`src/rtl/smb_seq_pkg.sv`:
```
package smb_seq_pkg;
  typedef enum logic [2:0] {
    ST_IDLE, ST_SEND, ST_RECV, ST_NACK, ST_STOP_RX, ST_STOP_NACK
  } seq_state_e;

  typedef enum logic [1:0] {
    OP_ADDR = 2'd0, OP_SEND = 2'd1, OP_RECV = 2'd2, OP_END = 2'd3
  } agent_op_e;

  typedef struct packed {
    logic mode;
    logic xmit;
    logic rdy;
    logic nack;
    logic ber;
    logic busy;
    logic held;
    logic eob;
    logic stall;
  } flag_t;

  localparam int unsigned FLAG_W = $bits(flag_t);
endpackage

```
`src/rtl/smb_seq_flags.sv`:
```
module smb_seq_flags
  import smb_seq_pkg::*;
#(
  parameter int unsigned FW = FLAG_W
) (
  input  logic          clk_i,
  input  logic          rst_ni,
  input  logic [FW-1:0] set_i,
  input  logic [FW-1:0] clr_i,
  output logic [FW-1:0] q_o
);
  logic [FW-1:0] q;

  // set wins over clear in the same cycle
  for (genvar i = 0; i < FW; i++) begin : g_bit
    always_ff @(posedge clk_i or negedge rst_ni) begin
      if (!rst_ni)       q[i] <= 1'b0;
      else if (set_i[i]) q[i] <= 1'b1;
      else if (clr_i[i]) q[i] <= 1'b0;
    end
  end

  assign q_o = q;

  flag_t q_s;
  assign q_s = flag_t'(q);


  eob_clean_chk: assert property (@(posedge clk_i) disable iff (!rst_ni)
    $rose(q_s.eob) |-> (!q_s.mode && !q_s.busy && !q_s.nack));


  nack_rdy_chk: assert property (@(posedge clk_i) disable iff (!rst_ni)
    $rose(q_s.nack) |-> !q_s.rdy);
endmodule

```
`src/rtl/smb_seq_ctrl.sv`:
```
module smb_seq_ctrl
  import smb_seq_pkg::*;
#(
  parameter int unsigned DW = 8,
  parameter int unsigned CW = 5
) (
  input  logic          clk_i,
  input  logic          rst_ni,
  input  logic          start_i,
  input  logic          stop_i,
  input  logic          data_wr_i,
  input  logic [DW-1:0] wdata_i,
  input  logic          data_rd_i,
  input  logic          nack_clr_i,
  input  logic          stall_clr_i,
  input  logic          stall_en_i,
  input  logic          fifo_en_i,
  input  logic [CW-1:0] fifo_cnt_i,
  input  logic          bus_busy_i,
  input  flag_t         flags_i,
  output flag_t         set_o,
  output flag_t         clr_o,
  output logic          cmd_valid_o,
  output logic [1:0]    cmd_op_o,
  output logic [DW-1:0] cmd_byte_o,
  input  logic          rsp_valid_i,
  input  logic          rsp_nack_i,
  input  logic [DW-1:0] rsp_data_i,
  output logic [DW-1:0] rx_data_o
);
  seq_state_e    state_q, state_d;
  agent_op_e     op_q, op_d, issue_op;
  logic          wait_q, wait_d;
  logic          rd_q, rd_d;
  logic          cmd_valid_q;
  agent_op_e     cmd_op_q;
  logic [DW-1:0] cmd_byte_q, issue_byte;
  logic [DW-1:0] rx_q, rx_d;
  logic          issue, exec_stop, owned;

  assign owned = (state_q != ST_IDLE);

  always_comb begin
    state_d    = state_q;
    wait_d     = wait_q;
    op_d       = op_q;
    rd_d       = rd_q;
    rx_d       = rx_q;
    issue      = 1'b0;
    issue_op   = OP_END;
    issue_byte = cmd_byte_q;
    exec_stop  = 1'b0;
    set_o      = '0;
    clr_o      = '0;

    if (wait_q) begin
      if (rsp_valid_i) begin
        wait_d = 1'b0;
        unique case (op_q)
          OP_ADDR: begin
            if (rd_q) clr_o.xmit = 1'b1;
            else      set_o.xmit = 1'b1;
            if (rsp_nack_i) begin
              clr_o.rdy  = 1'b1;
              set_o.nack = 1'b1;
              state_d    = ST_NACK;
            end else begin
              clr_o.nack = 1'b1;
              state_d    = rd_q ? ST_RECV : ST_SEND;
              if (stall_en_i) begin
                set_o.stall = 1'b1;
                if (!rd_q) set_o.rdy = 1'b1;
              end else if (rd_q) begin
                clr_o.rdy = 1'b1;
                issue     = 1'b1;
                issue_op  = OP_RECV;
              end else begin
                set_o.rdy = 1'b1;
              end
            end
          end
          OP_SEND: begin
            if (rsp_nack_i) begin
              clr_o.rdy  = 1'b1;
              set_o.nack = 1'b1;
              set_o.xmit = 1'b1;
              state_d    = ST_NACK;
            end else begin
              set_o.rdy = 1'b1;
            end
          end
          OP_RECV: begin
            rx_d      = rsp_data_i;
            set_o.rdy = 1'b1;
          end
          OP_END: begin
            clr_o     = '1;
            set_o.eob = 1'b1;
            state_d   = ST_IDLE;
          end
          default: ;
        endcase
      end
    end else if (start_i) begin
      if (!bus_busy_i || owned) begin
        set_o.mode = 1'b1;
        set_o.xmit = 1'b1;
        set_o.rdy  = 1'b1;
        set_o.busy = 1'b1;
      end else begin
        clr_o.mode = 1'b1;
        clr_o.busy = 1'b1;
        set_o.ber  = 1'b1;
      end
      set_o.held = 1'b1;
      state_d    = ST_IDLE;
    end else if (stop_i) begin
      if (flags_i.mode) begin
        unique case (state_q)
          ST_RECV, ST_STOP_RX: state_d = ST_STOP_RX;
          ST_NACK:             state_d = ST_STOP_NACK;
          default:             exec_stop = 1'b1;
        endcase
      end
    end else if (data_wr_i) begin
      if (flags_i.mode) begin
        if (state_q == ST_IDLE) begin
          issue      = 1'b1;
          issue_op   = OP_ADDR;
          issue_byte = wdata_i;
          rd_d       = wdata_i[0];
        end else if (state_q == ST_SEND) begin
          issue      = 1'b1;
          issue_op   = OP_SEND;
          issue_byte = wdata_i;
          clr_o.rdy  = 1'b1;
        end
      end
    end else if (data_rd_i) begin
      if (state_q == ST_RECV && !fifo_en_i) begin
        clr_o.rdy = 1'b1;
        issue     = 1'b1;
        issue_op  = OP_RECV;
      end else if (state_q == ST_STOP_RX) begin
        if (!fifo_en_i || fifo_cnt_i <= CW'(1)) exec_stop = 1'b1;
      end
    end else if (nack_clr_i) begin
      clr_o.nack = 1'b1;
      if (state_q == ST_STOP_NACK) exec_stop = 1'b1;
    end else if (stall_clr_i) begin
      clr_o.stall = 1'b1;
      if (state_q == ST_RECV && flags_i.stall) begin
        issue    = 1'b1;
        issue_op = OP_RECV;
      end
    end

    if (exec_stop) begin
      issue    = 1'b1;
      issue_op = OP_END;
    end
    if (issue) begin
      wait_d = 1'b1;
      op_d   = issue_op;
    end
  end

  always_ff @(posedge clk_i or negedge rst_ni) begin
    if (!rst_ni) begin
      state_q     <= ST_IDLE;
      wait_q      <= 1'b0;
      op_q        <= OP_END;
      rd_q        <= 1'b0;
      cmd_valid_q <= 1'b0;
      cmd_op_q    <= OP_END;
      cmd_byte_q  <= '0;
      rx_q        <= '0;
    end else begin
      state_q     <= state_d;
      wait_q      <= wait_d;
      op_q        <= op_d;
      rd_q        <= rd_d;
      rx_q        <= rx_d;
      cmd_valid_q <= issue;
      if (issue) begin
        cmd_op_q   <= issue_op;
        cmd_byte_q <= issue_byte;
      end
    end
  end

  assign cmd_valid_o = cmd_valid_q;
  assign cmd_op_o    = cmd_op_q;
  assign cmd_byte_o  = cmd_byte_q;
  assign rx_data_o   = rx_q;


  start_fail_chk: assert property (@(posedge clk_i) disable iff (!rst_ni)
    (!wait_q && start_i && bus_busy_i && state_q == ST_IDLE)
      |=> (flags_i.ber && !flags_i.mode && flags_i.held));


  stop_defer_chk: assert property (@(posedge clk_i) disable iff (!rst_ni)
    (!wait_q && !start_i && stop_i && flags_i.mode && state_q == ST_RECV)
      |=> (state_q == ST_STOP_RX && !cmd_valid_o));


  wr_ignore_chk: assert property (@(posedge clk_i) disable iff (!rst_ni)
    (!wait_q && !start_i && !stop_i && data_wr_i &&
     state_q != ST_IDLE && state_q != ST_SEND) |=> !cmd_valid_o);


  hold_wait_chk: assert property (@(posedge clk_i) disable iff (!rst_ni)
    (wait_q && !rsp_valid_i) |=> (!cmd_valid_o && $stable(state_q)));
endmodule

```
`src/rtl/smb_seq_top.sv`:
```
module smb_seq_top
  import smb_seq_pkg::*;
#(
  parameter int unsigned DW = 8,
  parameter int unsigned CW = 5
) (
  input  logic          clk_i,
  input  logic          rst_ni,
  input  logic          start_i,
  input  logic          stop_i,
  input  logic          data_wr_i,
  input  logic [DW-1:0] wdata_i,
  input  logic          data_rd_i,
  input  logic          nack_clr_i,
  input  logic          stall_clr_i,
  input  logic          stall_en_i,
  input  logic          fifo_en_i,
  input  logic [CW-1:0] fifo_cnt_i,
  input  logic          bus_busy_i,
  output logic          cmd_valid_o,
  output logic [1:0]    cmd_op_o,
  output logic [DW-1:0] cmd_byte_o,
  input  logic          rsp_valid_i,
  input  logic          rsp_nack_i,
  input  logic [DW-1:0] rsp_data_i,
  output logic [DW-1:0] rx_data_o,
  output logic          mode_o,
  output logic          xmit_o,
  output logic          data_rdy_o,
  output logic          nack_o,
  output logic          ber_o,
  output logic          busy_o,
  output logic          bus_held_o,
  output logic          end_busy_o,
  output logic          stall_o
);
  flag_t             flag_set, flag_clr, flags;
  logic [FLAG_W-1:0] flag_vec;

  smb_seq_ctrl #(.DW(DW), .CW(CW)) u_ctrl (
    .clk_i, .rst_ni, .start_i, .stop_i, .data_wr_i, .wdata_i, .data_rd_i,
    .nack_clr_i, .stall_clr_i, .stall_en_i, .fifo_en_i, .fifo_cnt_i,
    .bus_busy_i,
    .flags_i    (flags),
    .set_o      (flag_set),
    .clr_o      (flag_clr),
    .cmd_valid_o, .cmd_op_o, .cmd_byte_o,
    .rsp_valid_i, .rsp_nack_i, .rsp_data_i, .rx_data_o
  );

  smb_seq_flags #(.FW(FLAG_W)) u_flags (
    .clk_i, .rst_ni,
    .set_i (flag_set),
    .clr_i (flag_clr),
    .q_o   (flag_vec)
  );

  assign flags      = flag_t'(flag_vec);
  assign mode_o     = flags.mode;
  assign xmit_o     = flags.xmit;
  assign data_rdy_o = flags.rdy;
  assign nack_o     = flags.nack;
  assign ber_o      = flags.ber;
  assign busy_o     = flags.busy;
  assign bus_held_o = flags.held;
  assign end_busy_o = flags.eob;
  assign stall_o    = flags.stall;


  end_cmd_chk: assert property (@(posedge clk_i) disable iff (!rst_ni)
    $rose(end_busy_o) |-> !cmd_valid_o);
endmodule

```
`config.mk`:
```
export PLATFORM = sky130hd
export DESIGN_NAME = smb_seq_top
export DESIGN_NICKNAME = d
export VERILOG_FILES = /design/src/rtl/smb_seq_pkg.sv /design/src/rtl/smb_seq_flags.sv /design/src/rtl/smb_seq_ctrl.sv /design/src/rtl/smb_seq_top.sv
export SDC_FILE = /design/constraint.sdc
export NUM_CORES = 1
export LEC_CHECK = 0
export BUFFER_PORTS_ARGS = -buffer_cell sky130_fd_sc_hd__buf_2
export CORE_UTILIZATION = 46
export CTS_CLUSTER_DIAMETER = 40
export DETAILED_ROUTE_END_ITERATION = 8
export HOLD_SLACK_MARGIN = 0.15
export PLACE_DENSITY = 0.71
export SLEW_MARGIN = 20
export SYNTH_ARGS = -nofsm -noshare
export SYNTH_HDL_FRONTEND = slang
export SYNTH_SLANG_ARGS = --single-unit
```
`constraint.sdc`:
```
create_clock -name clk_i -period 2 [get_ports clk_i]
set_input_delay 0.2 -clock clk_i [delete_from_list [all_inputs] [get_ports clk_i]]
set_output_delay 0.2 -clock clk_i [all_outputs]
set_load 0.01 [all_outputs]
```
# Word level (Yosys, flattened, before mapping)

Index checks and enable logic that the tools add are counted.

Multiplexer cells: 133
Equality and inequality tests: 11
Bitwise gates (word level): 3
Reduce and logical (&&, ||, !) cells: 29
Order comparisons: 1

Operator list:

| kind                 | number |
|---|---|
| $mux W1              | 87 |
| $mux W2              | 23 |
| $mux W3              | 12 |
| $reduce_bool A2 Y1   | 10 |
| $mux W8              | 2 |
| $reduce_and A6 Y1    | 2 |
| $mux W9              | 1 |
| $pmux W3 S3          | 1 |
| $reduce_bool A3 Y1   | 3 |
| $reduce_and A7 Y1    | 1 |
| $eq A3 B2 Y1 const B | 2 |
| $eq A3 B3 Y1 const B | 2 |
| $pmux W1 S2          | 3 |
| $pmux W1 S3          | 2 |
| $pmux W3 S2          | 1 |
| $le A5 B1 Y1 const B | 1 |
| $mux W5              | 1 |
| $eq A2 B2 Y1 const B | 2 |
| $ne A4 B4 Y1 const B | 1 |
| $reduce_bool A4 Y1   | 1 |
| $reduce_or A2 Y1     | 2 |
| $eq A3 B1 Y1 const B | 1 |
| $logic_not A3 Y1     | 1 |
| $ne A3 B3 Y1 const B | 1 |
| 9 further kinds      | 14 |

Word-level logic and storage cells: 193
Register bits after elaboration: 33

# Depth between registers and ports, before layout

Word-level depth: 12
Gate-level depth with buffers: 6

# Cells and area by module

Synthesis repeated with hierarchy kept, for this count alone.

Cell total of the unflattened synthesis: 182
Area, all modules: 1746.7 um^2

Modules (own cells, without submodules):

| module        | area each (um^2) | instances | sequential area each (um^2) | cells an instance |
|---|---|---|---|---|
| smb_seq_ctrl  | 1420.1           | 1         | 603.1                       | 155 |
| smb_seq_flags | 326.6            | 1         | 225.2                       | 27 |

# Worst setup path after synthesis

No wires, ideal clock.

Path kind: register to register
Start: register u_ctrl.wait_q
End: register u_ctrl.rd_q
Path slack: 0.149 ns
Arrival time: 1.723 ns
Stages on the path, launching flop included: 7
Cell sequence: dfrtp_1 buf_6 or2_4 or4_4 buf_6 nor2_4 mux2_1

Word-level cells in the longest chain between the ends: 2

RTL lines:

| element                     | RTL line            | source |
|---|---|---|
| from (decl)                 | smb_seq_ctrl.sv:33  | `logic wait_q, wait_d;` |
| from (signal assigned)      | smb_seq_ctrl.sv:180 | `wait_q <= wait_d;` |
| $not A1 Y1 (no line)        | --                  |  |
| $reduce_and A6 Y1 (no line) | --                  |  |
| to (signal assigned)        | smb_seq_ctrl.sv:182 | `rd_q <= rd_d;` |
| to (decl)                   | smb_seq_ctrl.sv:34  | `logic rd_q, rd_d;` |

No other way between the ends.
A chain may end at the register's enable or synchronous reset.

==> run metrics <==
outcome=completed; Sum Neg Setup Slack=0 ns; Worst setup EP type=register; clk_skew=0.00505 ns; initial antenna violation count=0; number of global-route vias before repair=1440; Num Clock Sinks=32; Setup Viol. Count Final=0; # DRC=0; DR vias=1466; Post-Syn Area per Cell=11.3 µm²; total power=0.00302 W; most common library cell in the layout ignoring fill and taps=buf_2; post-route insts no fill=273; slowest stage delay, CP=0.61 ns; Via-to-Cell Ratio=5.37; #FFs+latches synth=32; Design Area, Final=2250 µm²; Root Buffer=clkbuf_8; max-slew violations=0; H-tree depth=2; CP max FO=8; Final Critical Period=1.83 ns; Tcrit/Tclk final=91.5%; ant diodes=0; area share of the largest cell type after synthesis=44.1%; IO Port Bufs=60; Final nets=265; Core ar.=3440 µm²; crit path cell chain=inv_1, ha_1, nand2b_1, nor4b_1, buf_4, a2111o_1; Area Growth Syn to Fin=32.1%; Post-Synth Simple-Gate Area=16.5%; die area=3950 µm²; total of max-cap violations=0; CP Launch Type=register; chip height=62.8 µm; Warnings, synthesis=0; TritonCTS clock tree=done; main combinational cell family by area after synthesis=simple AND/OR/NAND/NOR gates; fmax=0.546 GHz; crit path to=u_ctrl.wait_q$_DFF_PN0_; DRT Pass-1 Iters=4; fraction of the mapped netlist area in compound gates=15.1%; leakage power=1.13 nW; antenna-violating nets left=0; Slew @ Worst Pin=0.682 ns; Worst setup startpoint=u_ctrl.cmd_op_o[0]$_DFFE_PN1P_; GP Congestion=0.900; HPWL Detailed=2930 µm; part of the Yosys area used for sequential elements=47.2%; Slowest-stage cell, CP=dfstp_2; FFs w/ async S/R, synth=100%; post-synthesis adder-cell area fraction=3.68%; synth top area cells=dfrtp_1 (44%), mux2_4 (7.1%), mux2_2 (5.3%); Worst-Skew Late Latency=0.27 ns; syn nets=190; ys flop type=dfrtp_1; largest net degree at the start of global routing=33; clock-pin transition on the worst setup and hold timing paths=0.06 ns; unrepaired setup endpoints after global routing=no; DR WL/cell=13.9 µm; synthesized cell area=1700 µm²; final-report hold violation count=0; mux share of post-synthesis cell area=13.0%; Placed Cells=258; # IOs=62; R2R Path Start=u_ctrl.cmd_op_o[0]$_DFFE_PN1P_; clock tree buffer depth=2; Peak VDD IR=0.892 mV; P per Cell Area=1340 nW/µm²; Post-synth EDFFs=0; Req. time, crit path=2.15 ns; Cell variety after synth=47; XOR/XNOR share of the synthesized area=0%; grt ovf=0; Hold Crit Class=input pin to register; Worst Path Arrival=1.98 ns; Post-Syn Instances=151; Routed WL=3810 µm; Post-CTS Resized=0; Site Rows=21; die width=62.8 µm; critical path class=register to register; most frequent cells in the layout=buf_2 (60), dfrtp_1 (30), nand2_1 (9), inv_1 (9); end of the worst register-to-register path=u_ctrl.wait_q$_DFF_PN0_; Global Route Usage Sum=20.6%; hold path start=rsp_data_i[5]; Register-to-Register Setup Slack=0.17 ns; Yosys top cell by area=dfrtp_1; share of layout cells above drive strength 1=42.7%; first-pass GRT wire length=6380 µm; Post-Place Cell Area=2070 µm²; Rel. slew slack=54.6%; R2R depth=6; CTS Buf Count=5; Initial Util=49.4%; Detailed Route Iter0 Violations=96
==> repair_timing <==
item                      CTS  global route
setup buffers               0             0
hold endpoints to repair   33             3
hold buffers                4             3
==> cells in the mapped netlist (3+ instances only) <==
library cell	number
nand2b_1	6
ha_1	5
nor2_1	6
o31ai_1	3
nand3_1	3
nor2b_1	5
dfrtp_1	30
nand2_1	9
mux2_2	8
nor4_1	3
inv_1	9
mux2_4	8
o21ai_0	5
a21oi_1	4
nor3_1	3
==> worst max-delay path, delay by kind of cell, from the launching register on <==
family	cells	cell delay (ns)
AO/OA/AOI/OAI	1	0.34
adder cells (fa/ha/maj)	1	0.27
buffers and inverters	2	0.26
flip-flops	1	0.61
AND/OR/NAND/NOR	2	0.22
==> report_power, final <==
part           switching [W]  internal (W)
logic               0.000657      0.000669
registers           0.000175      0.000935
clock network       0.000217      0.000369
==> final cells by class <==
| type | instances | area, µm² |
|---|---|---|
| fill | 305 | 1190 |
| tap | 46 | 57.6 |
| inverter | 9 | 33.8 |
| sequential | 32 | 803 |
| clock inverter | 2 | 35.0 |
| clock buffer | 6 | 72.6 |
| timing repair buffer | 74 | 423 |
| multi-input combinational | 104 | 822 |
==> per-layer routing <==
metal,GRT usage [%],vias up,wire length [µm]
met3,4.56,2,228
met5,0,-,0
li1,-,703,-
met1,24.5,714,1620
met2,36.8,47,1940
met4,6.40,0,18
==> cell families (layout without fill, tap and decap cells) <==
family / after synthesis / in the layout
AO/OA/AOI/OAI: 34 / 34
adder cells (fa/ha/maj): 5 / 5
buffers and inverters: 15 / 91
flip-flops: 32 / 32
multiplexers: 17 / 17
AND/OR/NAND/NOR: 48 / 48
==> state kept, by name, indices dropped and copies added, names as in the netlist <==
name and count:
u_ctrl.cmd_byte_o 8, u_ctrl.rx_data_o 8, u_flags.q_o 8, u_ctrl.state_q 3, u_ctrl.cmd_op_o 2, u_ctrl.cmd_valid_o 1, u_ctrl.rd_q 1, u_ctrl.wait_q 1
==> how the worst min path moves through the flow <==
| stage | cells past startpoint | endpoint | slack, ns |
|---|---|---|---|
| finish | 2 | u_ctrl.rx_data_o[5]$_DFFE_PN0P_ | 0.16 |
| global route | 2 | u_ctrl.rx_data_o[7]$_DFFE_PN0P_ | 0.15 |
| CTS | 2 | u_ctrl.cmd_byte_o[3]$_DFFE_PN0P_ | 0.15 |
| detailed placement | 1 | u_ctrl.cmd_byte_o[1]$_DFFE_PN0P_ | 0.29 |
| global placement | 1 | u_ctrl.cmd_byte_o[5]$_DFFE_PN0P_ | 0.28 |
| floorplan | 0 | u_ctrl.cmd_byte_o[0]$_DFFE_PN0P_ | -0.1 |
==> stage by stage <==
step	setup slack, ns	utilization [%]	hold slack [ns]
floorplan	0.149	-	-0.0956
global placement	0.212	60.1	0.277
detailed placement	0.194	60.1	0.287
CTS	0.182	64.4	0.151
global route	0.0624	65.3	0.150
finish	0.170	65.3	0.159
Note: power is estimated with default switching activity, not from simulation.
